==> config.mk <==
export PLATFORM = sky130hd
export DESIGN_NAME = can_rx_steer
export DESIGN_NICKNAME = d
export VERILOG_FILES = /design/src/rtl/can_acc_pkg.sv /design/src/rtl/can_buf_match.sv /design/src/rtl/can_rx_flags.sv /design/src/rtl/can_rx_steer.sv
export SDC_FILE = /design/constraint.sdc
export NUM_CORES = 1
export LEC_CHECK = 0
export CAP_MARGIN = 10
export CORE_AREA = 2 2 111 113
export DETAILED_ROUTE_END_ITERATION = 12
export DIE_AREA = 0 0 113 115
export DONT_BUFFER_PORTS = 1
export MAX_ROUTING_LAYER = met4
export PLACE_DENSITY = 0.45
export SYNTH_ARGS = -nofsm -noshare
export SYNTH_HDL_FRONTEND = slang
export SYNTH_HIERARCHICAL = 1
export SYNTH_SLANG_ARGS = --single-unit
==> constraint.sdc <==
create_clock -name clk -period 1.25 [get_ports clk]
set_input_delay 0.25 -clock clk [delete_from_list [all_inputs] [get_ports clk]]
set_output_delay 0.25 -clock clk [all_outputs]
set_load 0.01 [all_outputs]
==> src/rtl/can_acc_pkg.sv <==
package can_acc_pkg;
  typedef enum logic [1:0] {
    RXM_BOTH = 2'b00,
    RXM_STD  = 2'b01,
    RXM_EXT  = 2'b10,
    RXM_ALL  = 2'b11
  } rx_mode_e;
endpackage

==> src/rtl/can_buf_match.sv <==
// Acceptance decision for one receive buffer: mode gate, then its filter bank.
module can_buf_match #(
  parameter int ID_W  = 29,
  parameter int STD_W = 11,
  parameter int NF    = 2,
  parameter int BASE  = 0,
  parameter int HIT_W = 3
) (
  input  logic [ID_W-1:0]    id,
  input  logic               ide,
  input  logic               err,
  input  logic [ID_W-1:0]    mask,
  input  logic [NF*ID_W-1:0] filt,
  input  logic [NF-1:0]      exide,
  input  logic [1:0]         mode,
  output logic               accept,
  output logic [HIT_W-1:0]   hit_idx
);
  import can_acc_pkg::*;

  localparam int LOW_W = ID_W - STD_W;
  localparam logic [HIT_W-1:0] ALL_CODE = '1;

  // A standard identifier is moved up to the top STD_W bits.
  function automatic logic [ID_W-1:0] align_key(input logic [ID_W-1:0] raw, input logic ext);
    return ext ? raw : {raw[STD_W-1:0], {LOW_W{1'b0}}};
  endfunction

  // For a standard frame, only the top STD_W mask bits take part.
  function automatic logic [ID_W-1:0] eff_mask(input logic [ID_W-1:0] m, input logic ext);
    return ext ? m : {m[ID_W-1 -: STD_W], {LOW_W{1'b0}}};
  endfunction

  function automatic logic type_ok(input logic [1:0] md, input logic ext);
    case (rx_mode_e'(md))
      RXM_EXT: return ext;
      RXM_STD: return !ext;
      default: return 1'b1;
    endcase
  endfunction

  logic [ID_W-1:0] key, emask;
  logic [NF-1:0]   f_hit;

  assign key   = align_key(id, ide);
  assign emask = eff_mask(mask, ide);

  for (genvar g = 0; g < NF; g++) begin : g_filt
    assign f_hit[g] = (exide[g] == ide) &&
                      (((key ^ align_key(filt[g*ID_W +: ID_W], 1'b1)) & emask) == '0);
  end

  always_comb begin
    accept  = 1'b0;
    hit_idx = ALL_CODE;
    if (mode == RXM_ALL) begin
      accept = 1'b1;
    end else if (!err && type_ok(mode, ide)) begin
      // Walk downward so the lowest matching index is the one kept.
      for (int i = NF - 1; i >= 0; i--) begin
        if (f_hit[i]) begin
          accept  = 1'b1;
          hit_idx = HIT_W'(BASE + i);
        end
      end
    end
  end

  // an errored frame gets through only in accept-all mode.
  always_comb begin
    if (accept && err)
      p_err_only_all_r10: assert (mode == RXM_ALL);
  end
endmodule

==> src/rtl/can_rx_flags.sv <==
// Receive-full and overflow flags. A set in the same cycle as a clear wins.
module can_rx_flags #(
  parameter int NB = 2
) (
  input  logic          clk,
  input  logic          rst_n,
  input  logic [NB-1:0] set_flag,
  input  logic [NB-1:0] clr_flag,
  input  logic [NB-1:0] set_ovf,
  input  logic [NB-1:0] clr_ovf,
  output logic [NB-1:0] rx_flag,
  output logic [NB-1:0] ovf_flag
);
  always_ff @(posedge clk or negedge rst_n) begin
    if (!rst_n) begin
      rx_flag  <= '0;
      ovf_flag <= '0;
    end else begin
      rx_flag  <= (rx_flag & ~clr_flag) | set_flag;
      ovf_flag <= (ovf_flag & ~clr_ovf) | set_ovf;
    end
  end

  // an overflow that is being set must read as set on the next cycle.
  p_ovf_sticky_r9: assert property (@(posedge clk) disable iff (!rst_n)
    set_ovf[0] |=> ovf_flag[0]);
endmodule

==> src/rtl/can_rx_steer.sv <==
module can_rx_steer #(
  parameter int ID_W  = 29,
  parameter int STD_W = 11,
  parameter int N0    = 2,
  parameter int N1    = 4,
  parameter int NF    = N0 + N1,
  parameter int HIT_W = $clog2(NF + 1)
) (
  input  logic               clk,
  input  logic               rst_n,
  input  logic               frm_valid,
  input  logic [ID_W-1:0]    frm_id,
  input  logic               frm_ide,
  input  logic               frm_err,
  input  logic [ID_W-1:0]    mask0,
  input  logic [ID_W-1:0]    mask1,
  input  logic [NF*ID_W-1:0] filt_bank,
  input  logic [NF-1:0]      filt_ext,
  input  logic [1:0]         mode0,
  input  logic [1:0]         mode1,
  input  logic               roll_en,
  input  logic [1:0]         flag_clr,
  input  logic [1:0]         ovf_clr,
  output logic               load_stb,
  output logic               load_buf,
  output logic [HIT_W-1:0]   hit_code,
  output logic [1:0]         rx_flag,
  output logic [1:0]         ovf_flag
);
  // Named decision wires, shared by the steering logic and the assertions.
  logic             acc0, acc1;
  logic [HIT_W-1:0] code0, code1;
  logic             want_load, tgt, roll_used;
  logic [HIT_W-1:0] tgt_code;
  logic [1:0]       set_flag, set_ovf;

  can_buf_match #(.ID_W(ID_W), .STD_W(STD_W), .NF(N0), .BASE(0), .HIT_W(HIT_W)) u_m0 (
    .id(frm_id), .ide(frm_ide), .err(frm_err), .mask(mask0),
    .filt(filt_bank[N0*ID_W-1:0]), .exide(filt_ext[N0-1:0]), .mode(mode0),
    .accept(acc0), .hit_idx(code0));

  can_buf_match #(.ID_W(ID_W), .STD_W(STD_W), .NF(N1), .BASE(N0), .HIT_W(HIT_W)) u_m1 (
    .id(frm_id), .ide(frm_ide), .err(frm_err), .mask(mask1),
    .filt(filt_bank[NF*ID_W-1:N0*ID_W]), .exide(filt_ext[NF-1:N0]), .mode(mode1),
    .accept(acc1), .hit_idx(code1));

  always_comb begin
    want_load = 1'b0;
    tgt       = 1'b0;
    tgt_code  = code0;
    roll_used = 1'b0;
    set_ovf   = 2'b00;
    if (frm_valid) begin
      if (acc0) begin
        if (!rx_flag[0]) begin
          want_load = 1'b1;
        end else if (roll_en && !rx_flag[1]) begin
          want_load = 1'b1;
          tgt       = 1'b1;
          roll_used = 1'b1;
        end else begin
          set_ovf[0] = 1'b1;
        end
      end else if (acc1) begin
        tgt_code = code1;
        if (!rx_flag[1]) begin
          want_load = 1'b1;
          tgt       = 1'b1;
        end else begin
          set_ovf[1] = 1'b1;
        end
      end
    end
    set_flag = want_load ? (tgt ? 2'b10 : 2'b01) : 2'b00;
  end

  always_ff @(posedge clk or negedge rst_n) begin
    if (!rst_n) begin
      load_stb <= 1'b0;
      load_buf <= 1'b0;
      hit_code <= '0;
    end else begin
      load_stb <= want_load;
      if (want_load) begin
        load_buf <= tgt;
        hit_code <= tgt_code;
      end
    end
  end

  can_rx_flags #(.NB(2)) u_flags (
    .clk(clk), .rst_n(rst_n), .set_flag(set_flag), .clr_flag(flag_clr),
    .set_ovf(set_ovf), .clr_ovf(ovf_clr), .rx_flag(rx_flag), .ovf_flag(ovf_flag));

  p_stb_follows_valid_r6: assert property (@(posedge clk) disable iff (!rst_n)
    load_stb |-> $past(frm_valid));
  p_flag_on_load_r7: assert property (@(posedge clk) disable iff (!rst_n)
    load_stb |-> rx_flag[load_buf]);
  p_no_load_locked0_r7: assert property (@(posedge clk) disable iff (!rst_n)
    (load_stb && !load_buf) |-> !$past(rx_flag[0]));
  p_no_load_locked1_r7: assert property (@(posedge clk) disable iff (!rst_n)
    (load_stb && load_buf) |-> !$past(rx_flag[1]));
  p_buf0_code_r5: assert property (@(posedge clk) disable iff (!rst_n)
    (load_stb && !load_buf) |-> (hit_code < HIT_W'(N0) || hit_code == '1));
  p_roll_only_when_full_r8: assert property (@(posedge clk) disable iff (!rst_n)
    (load_stb && load_buf && hit_code < HIT_W'(N0)) |-> ($past(roll_en) && $past(rx_flag[0])));
  p_ovf_rise_drops_r9: assert property (@(posedge clk) disable iff (!rst_n)
    ($rose(ovf_flag[0]) || $rose(ovf_flag[1])) |-> !load_stb);
  p_single_target_r4: assert property (@(posedge clk) disable iff (!rst_n)
    $onehot0(set_flag | set_ovf));
endmodule

# Yosys cells after proc, flatten, opt, wreduce, memory -nomap -nowiden
# Index checks and enable logic that the tools add are counted.
totals:
  out_inout_bits: 9
  elab_cells: 101
  register_bits: 9
op_classes:
  muxes: 48
  n_reduce_logical: 18
  eq_ne: 12
  n_bitwise: 18
ops:
  columns: ["operator", "n"]
  rows:
  - ["29-bit bitwise AND", 6]
  - ["29-bit zero test", 6]
  - ["29-bit bitwise XOR", 6]
  - ["18-bit 2-to-1 mux", 2]
  - ["3-bit 2-to-1 mux", 11]
  - ["29-bit 2-to-1 mux", 1]
  - ["1-bit 2-to-1 mux", 27]
  - ["2-bit 2-to-1 mux", 5]
  - ["1-bit logical AND", 9]
  - ["2-bit equality test (second input constant)", 4]
  - ["1-bit equality test", 6]
  - ["2-bit bitwise AND", 2]
  - ["2-bit by 1-bit equality test with 1-bit output (second input constant)", 2]
  - ["2-bit NOT", 2]
  - ["2-bit OR", 2]
  - ["1-bit one-hot mux with 2 select lines", 2]
  - ["1-bit zero test", 3]

# Logic depth before layout (Yosys ltp)
# Gate-level depths: netlist of run 1.
depth:
  depth_word: 17
  ltp_mapped: 14
  mapped_depth_nobuf: 11

# Modules after synthesis
# Netlist of run 1, hierarchy kept.
modules_own_cells:
  columns: ["module", "cells_each", "instances", "area_per_inst_um2", "seq_area_each_um2"]
  rows:
  - ["can_buf_match at u_m1", 246, 1, 2037.0, 0.0]
  - ["can_buf_match at u_m0", 142, 1, 1146.1, 0.0]
  - ["can_rx_steer", 25, 1, 294.0, 125.1]
  - ["can_rx_flags", 12, 1, 145.1, 100.1]

# Worst setup path before layout of run 1
# OpenSTA, ideal clock, no wires.
synth_path:
  kind: "input-to-reg"
  from: "in frm_ide"
  to: "reg hit_code[0]"
  required_time_ns: 1.125
  path_buffers: 2
  path_stages: 10
  t_arrival_ns: 2.787
  path_slack_ns: -1.662
  cell_sequence: "buf_6 -> buf_2 -> and3_1 -> nor4_2 -> nand4_1 -> or4_4 -> o211ai_1 -> and4bb_2 -> a31oi_4 -> mux2_2"
synth_lines:
  columns: ["item", "line", "source"]
  rows:
  - ["start, declared", "can_rx_steer.sv:13", "input logic frm_ide,"]
  - ["29-bit 2-to-1 mux", "can_buf_match.sv:26", "return ext ? raw : {raw[STD_W-1:0], {LOW_W{1'b0}}};"]
  - ["29-bit bitwise XOR", "can_buf_match.sv:50", "(((key ^ align_key(filt[g*ID_W +: ID_W], 1'b1)) & emask) == '0);"]
  - ["29-bit bitwise AND", "can_buf_match.sv:50", null]
  - ["29-bit zero test", "can_buf_match.sv:50", null]
  - ["1-bit logical AND", "can_buf_match.sv:49", "assign f_hit[g] = (exide[g] == ide) &&"]
  - ["1-bit 2-to-1 mux (2 in series)", "can_buf_match.sv:61", "if (f_hit[i]) begin"]
  - ["1-bit 2-to-1 mux *", "can_buf_match.sv:58", "end else if (!err && type_ok(mode, ide)) begin"]
  - ["1-bit 2-to-1 mux *", "can_buf_match.sv:56", "if (mode == RXM_ALL) begin"]
  - ["named net acc0", "can_rx_steer.sv:31", "logic acc0, acc1;"]
  - ["3-bit 2-to-1 mux / 1-bit 2-to-1 mux (equally long branches)", "can_rx_steer.sv:54", "if (acc0) begin"]
  - ["3-bit 2-to-1 mux / 1-bit 2-to-1 mux (equally long branches)", "can_rx_steer.sv:53", "if (frm_valid) begin"]
  - ["end signal, assigned", "can_rx_steer.sv:86", "hit_code <= tgt_code;"]
  - ["end, declared", "can_rx_steer.sv:26", "output logic [HIT_W-1:0] hit_code,"]
# The timed path passes the listed nets; every way through them passes the cells marked *. The select of a mux whose other input is x is not followed.
# A chain may end at the register's enable or synchronous reset.

# Final worst setup path of run 1
layout_path:
  from: "in frm_ide"
  to: "reg hit_code[2]"
# The elaborated chain is that of the path after synthesis.

==> results of run 1 <==
==> per-layer routing <==
metal,vias to the layer above,GRT usage,share of wire
li1,1617,-,-
met1,1671,0.279,0.40
met5,-,-,0
met3,12,0.0438,0.071
met4,0,0.0358,0.0091
met2,193,0.438,0.52
==> flip-flops by register name, indices dropped and copies added, names as in the netlist <==
register          flops
load_stb              1
load_buf              1
u_flags/ovf_flag      2
u_flags/rx_flag       2
hit_code              3
==> worst max path at each step <==
stage	startpoint	end	slack [ns]
3_3_place_gp	frm_id[16]	hit_code[0]	-1.55
6_report	frm_ide	hit_code[2]	-1.25
2_1_floorplan	frm_ide	hit_code[0]	-1.56
3_5_place_dp	frm_id[16]	hit_code[2]	-1.60
5_1_grt	filt_bank[16]	hit_code[1]	-1.38
4_1_cts	filt_bank[16]	hit_code[2]	-1.24
==> through the flow <==
stage          hold WS, ns  worst slack, ns
2_1_floorplan      -0.0456            -1.56
3_3_place_gp       -0.0454            -1.55
3_5_place_dp       -0.0454            -1.60
4_1_cts              0.181            -1.24
5_1_grt              0.191            -1.38
6_report             0.180            -1.25
==> synthesized netlist by cell type, types with 4 or more instances <==
cell type / n
mux2i_2: 8
nand4_1: 6
mux2_2: 7
a21o_1: 5
ha_1: 6
o21ai_0: 7
nand2_1: 16
nand3_1: 8
xnor2_1: 68
a222oi_1: 6
dfrtp_1: 9
a22oi_1: 56
a21oi_1: 5
nand2b_1: 4
nor2_1: 9
clkbuf_1: 7
buf_2: 6
inv_1: 13
mux2i_4: 5
xor2_1: 104
a22o_1: 9
mux2i_1: 12
==> timing repair <==
item / 4_1_cts / 5_1_grt
resized for setup: 16 / 11
pin swaps: 12 / 4
endpoints found under the hold margin: 9 / 0
setup endpoints to repair: 9 / 9
hold buffers: 1 / 0
buffers inserted: 1 / 2
==> final cells by class <==
type,count,area share
tap,147,0.0423
timing repair buffer,43,0.0804
multi-input combinational,386,0.796
clock inverter,1,0.00115
inverter,13,0.0112
sequential,9,0.0518
clock buffer,3,0.0173
==> critical path, stage by stage <==
cell      delay, ns
mux2i_4        0.24
xnor2_1        0.09
a22oi_1        0.24
nand2_1        0.10
or4_4          0.55
o211ai_1       0.19
buf_4          0.16
and4bb_2       0.24
a31oi_4        0.22
mux2_4         0.32
==> cells by family after synthesis <==
kind of cell             synth area share
XOR/XNOR                            0.416
AO/OA/AOI/OAI                       0.242
AND/OR/NAND/NOR                     0.103
multiplexers                        0.116
buffers and inverters              0.0404
flip-flops                         0.0622
adder cells (fa/ha/maj)            0.0207
==> power breakdown <==
group	internal (W)	switching (W)	total [W]
registers	0.000311	0.0000183	0.000329
logic	0.000813	0.000583	0.00140
clock network	0.000422	0.000146	0.000568
total	0.00155	0.000747	0.00229
==> impl_results.md, run 1 <==
- Register area: 225 µm²
- Area contributors post-synth: xor2_1, xnor2_1, a22oi_1
- Cell Area, Placed: 4070 µm²
- WL final: 16,200 µm
- Leakage: 1.70 nW
- Layout area overhead: 19.9%
- Hold_sp: ovf_clr[0]
- Number of remaining DRC errors: 15
- Final clock skew: 0.00293 ns
- Post-route cell area: 4340 µm²
- EDFF count, synth: 0
- Unique masters post-synth: 56
- Synthesis-stage register bit count: 9
- # port buffers: 0
- Largest net degree at the start of global routing: 49
- DRT Pass-1 Iters: 11
- Post-synth ARST share: 1.00
- Detail Route Antenna Nets: 0
- Sequential area share after synthesis: 0.0622
- Reg2reg setup slack: -0.17 ns
- Startpoint Class: input pin
- Final core occ: 0.368
- Critical path class: input pin to register
- Post-DP HPWL: 14,100 µm
- CTS max path bufs: 2
- Placed Instances: 594
- Rel. slew slack: 0.719
- Final Max Slew Viols: 0
- HP Class: input pin to register
- Initial antenna violation count: 0
- Core area: 11,800 µm²
- Most common cell after layout, fill and taps aside: xor2_1
- Root Driver: clkbuf_16
- Pwr per Cell Area: 528 nW/µm²
- Fill cells: 1,221
- Overflow after GRT: 0
- Initial Utilization: 0.307
- Reg2Reg Depth: 6
- Dominant cell type by area after synthesis: xor2_1
- Setup TNS: -9.78 ns
- Fin crit share: 2.00
- Number of diodes: 0
- Yosys warning total: 6
- Status: finished, violations left
- Global-route wire length before repair: 22,700 µm
- Final setup viols: 9
- Row Count: 40
- CP Capture Type: register
- Hold Vio Cnt, Final: 0
- RR Endpoint: load_buf
- Number of top-level pins: 290
- Worst-path fanout max: 48
- FMAX: 400 MHz
- R2R Path Start: u_flags/rx_flag[1]
- Commonest cells after routing, fill and taps aside: xor2_1, xnor2_1, a22oi_1
- WP data arrival: 2.62 ns
- TritonCTS clock tree: yes
- Clock Latency Late Sink: 0.24 ns
- Hold Crit Depth: 2
- Post-route total power: 0.00229 W
- H-tree levels: 1
- Area of the multi-input gates: 3460 µm²
- Worst path required time: 1.37 ns
- Top FF cell, synth: dfrtp_1
- Clock slew at reported path FFs: 0.04 ns
- Maxcap violations: 0
- RSZ-0062 raised after global routing: yes
- Fin cells: 602
- Routed WL per cell: 26.9 µm
- Min Tclk post-route: 2.50 ns
- First DRT Iteration DRCs: 224
- Fin nets: 743
- Post-synth net total: 712
- Synth Instances: 425
- Cts bufs inserted: 3
- Worst-Margin Slew: 0.420 ns
- Max IR drop VDD: 0.364 mV
- Clk sink count: 9
- Die extent in y: 115 µm
- Syn_area_per_cell: 8.52 µm²
- Final worst slack: -1.25 ns
- GRT Util Overall: 0.239
- Failing checks: design-rule violations, negative setup slack
- Area share of the largest cell type after synthesis: 0.251
- Die W: 113 µm
- Number of global-route vias before repair: 3,797
- Via-to-Cell Ratio: 5.80
- Fraction of layout cells with a size suffix above 1: 0.218
- DR vias: 3,493
- Syn Std Cell Area: 3620 µm²
- Hold Path End: u_flags/ovf_flag[0]
- Placer Congestion: 0.862
- DIE AREA: 13,000 µm²
Power figures use the tool's default switching activity.
==> run 2, diff against run 1 <==
ABC_AREA = 1   (was not set)
CORE_AREA = 2 2 113 115   (was 2 2 111 113)
DIE_AREA = 0 0 115 117   (was 0 0 113 115)
PLACE_DENSITY = 0.57   (was 0.45)
==> impl_results.md, run 2 <==
- Status: finished, violations left
- Failing checks: negative setup slack
- DRT Pass-1 Iters: 5
- Routed WL per cell: 14.9 µm
- Min Tclk post-route: 1.99 ns
- Initial Utilization: 0.413
- Int Pwr: 0.00148 W
- Post-synth ARST share: 1.00
- Maxcap violations: 0
- Most common cell after layout, fill and taps aside: nand2_1
- Sw power: 0.00108 W
- Reg with most FFs: hit_code
- EDFF count, synth: 0
- Area contributors post-synth: nand2_1, nand3_1, inv_1
- First DRT Iteration DRCs: 356
- Unique masters post-synth: 26
- Number of global-route vias before repair: 6,004
- H-tree levels: 1
- WP data arrival: 2.16 ns
- Rel. slew slack: 0.731
- Largest regs: hit_code (3), u_flags/ovf_flag (2), u_flags/rx_flag (2)
- Delay-heaviest family, CP: simple AND/OR/NAND/NOR gates
- Post-route total power: 0.00256 W
- Overflow after GRT: 0
- Yosys warning total: 6
- Clock Latency Late Sink: 0.23 ns
- Worst-path cell with the longest stage delay: o21ai_4
- Worst-Margin Slew: 0.402 ns
- Pwr per Cell Area: 421 nW/µm²
- Area share of the largest cell type after synthesis: 0.367
- Number of flip-flops in the largest register: 3
- Final Max Slew Viols: 0
- TritonCTS clock tree: yes
- List of most frequent post-synthesis cells: nand2_1, inv_1, nand3_1, nor2_1, nand3b_1
- Sw frac: 0.421
- Worst path required time: 1.42 ns
- Post-DP HPWL: 16,200 µm
- Root Driver: clkbuf_16
- Final clock skew: 0.000774 ns
- Syn Std Cell Area: 5090 µm²
- Most frequent CP cell: nand2_2
- Clock slew at reported path FFs: 0.04 ns
- Detail Route Antenna Nets: 0
- Final core occ: 0.494
- Die W: 115 µm
- Sequential area share after synthesis: 0.0443
- Number of remaining DRC errors: 0
- Crit path largest cell delay: 0.19 ns
- Reg power frac: 0.151
- DIE AREA: 13,500 µm²
- Clk sink count: 9
- Dominant cell type by area after synthesis: nand2_1
- Fin nets: 1,441
- Syn_area_per_cell: 4.58 µm²
- Placed Instances: 1,283
- Global-route wire length before repair: 28,800 µm
- Post-synth net total: 1,397
- Fill cells: 1,421
- Synthesis-stage register bit count: 9
- Comb power frac: 0.631
- FMAX: 502 MHz
- Final setup viols: 9
- CTS max path bufs: 2
- # port buffers: 0
- Number of diodes: 0
- Top FF cell, synth: dfrtp_1
- Initial antenna violation count: 0
- WL final: 19,400 µm
- Clock power share: 0.217
- RSZ-0062 raised after global routing: yes
- Beginning of the critical path: frm_ide
- Number of top-level pins: 290
- Row Count: 41
- Core area: 12,300 µm²
- Max IR drop VDD: 0.462 mV
- Count leader, synth: nand2_1
- Hold Vio Cnt, Final: 0
- Fraction of layout cells with a size suffix above 1: 0.180
- Fin crit share: 1.59
- DR vias: 6,483
- Placer Congestion: 0.891
- Hold_sp: ovf_clr[1]
- Die extent in y: 117 µm
- R2R Path Start: u_flags/rx_flag[1]
- Worst-path fanout max: 81
- Critical path class: input pin to register
- Via-to-Cell Ratio: 4.98
- Critical path buffer and inverter count: 4
- Commonest cells after routing, fill and taps aside: nand2_1, inv_1, nand3_1
- Startpoint Class: input pin
- Fin cells: 1,303
- Final worst slack: -0.740 ns
- HP Class: input pin to register
- Hold_ws: 0.168 ns
- Largest net degree at the start of global routing: 82
- CP Capture Type: register
- CP cell instances: inv_12 > buf_4 > o21ai_4 > nand2_1 > nand3_2 > nand2_1 > nor2_2 > nand2_2 > nor2_1 > nor2_1 > nand2_1 > nand2_1 > nand2_2 > nand2_2 > nand2_2 > nand2_2 > nor2_4 > nand2_2 > inv_2 > inv_1 > nand2_1
- GRT Util Overall: 0.278
- Layout area overhead: 19.5%
- Synth Instances: 1,110
- Leakage: 3.70 nW
- Cts bufs inserted: 3
[run 2: what timing repair did]
item	4_1_cts	5_1_grt
pin swaps	20	55
endpoints found under the hold margin	9	0
gates resized for setup	39	62
cloned	0	0
hold buffers	1	0
setup endpoints to repair	9	9
setup buffers	12	3
[run 2: final timing paths]
| kind | depth (start not counted) | end | slack, ns |
|---|---|---|---|
| max in group asynchronous | 1 | u_flags/rx_flag[1] | 0.58 |
| hold reg to reg | 2 | u_flags/ovf_flag[1] | 0.54 |
| hold / removal | 3 | u_flags/ovf_flag[1] | 0.17 |
| setup reg to reg | 9 | u_flags/rx_flag[0] | 0.14 |
| min in group asynchronous | 1 | hit_code[0] | 0.39 |
| setup / recovery | 21 | u_flags/rx_flag[0] | -0.74 |
[run 2: metal layers]
layer / vias up / global-route usage / share of wire
li1: 3441 / - / -
met1: 2777 / 0.318 / 0.40
met2: 242 / 0.487 / 0.48
met3: 23 / 0.0788 / 0.11
met4: 0 / 0.0594 / 0.016
met5: - / - / 0
[run 2: layout make-up]
type | count | area, µm² | area share
sequential | 9 | 225 | 0.0371
inverter | 209 | 832 | 0.137
clock buffer | 4 | 78.8 | 0.0130
multi-input combinational | 876 | 4300 | 0.707
timing repair buffer | 55 | 454 | 0.0747
tap | 150 | 188 | 0.0309
[run 2: tightest hold or removal path, stage by stage]
cell and delay (ns):
inv_1 0.02, nand2_1 0.05, nand2_1 0.04
[run 2: power groups by stage]
stage	Combinational [W]	Clock, W	Sequential [W]
2_1_floorplan	0.00123	0	0.000383
3_3_place_gp	0.00143	0	0.000389
3_5_place_dp	0.00144	0	0.000389
4_1_cts	0.00153	0.000566	0.000387
5_1_grt	0.00185	0.000585	0.000394
6_report	0.00161	0.000555	0.000387
[run 2: cells by family (layout without fill, tap and decap cells)]
family / after synthesis / after routing / synth area share
compound gates: 27 / 27 / 0.0315
xor+xnor: 20 / 20 / 0.0344
fa+ha+maj: 6 / 6 / 0.0148
buf+inv: 225 / 268 / 0.184
flops: 9 / 9 / 0.0443
simple gates: 823 / 823 / 0.691
[run 2: metrics by stage]
step	instance area, µm²	setup TNS (ns)	setup WS [ns]
floorplan	5220	-4.37	-0.595
global placement	5520	-7.30	-0.910
detailed placement	5520	-7.34	-0.929
CTS	5840	-3.73	-0.517
global route	6080	-5.94	-0.770
finish	6080	-5.75	-0.740
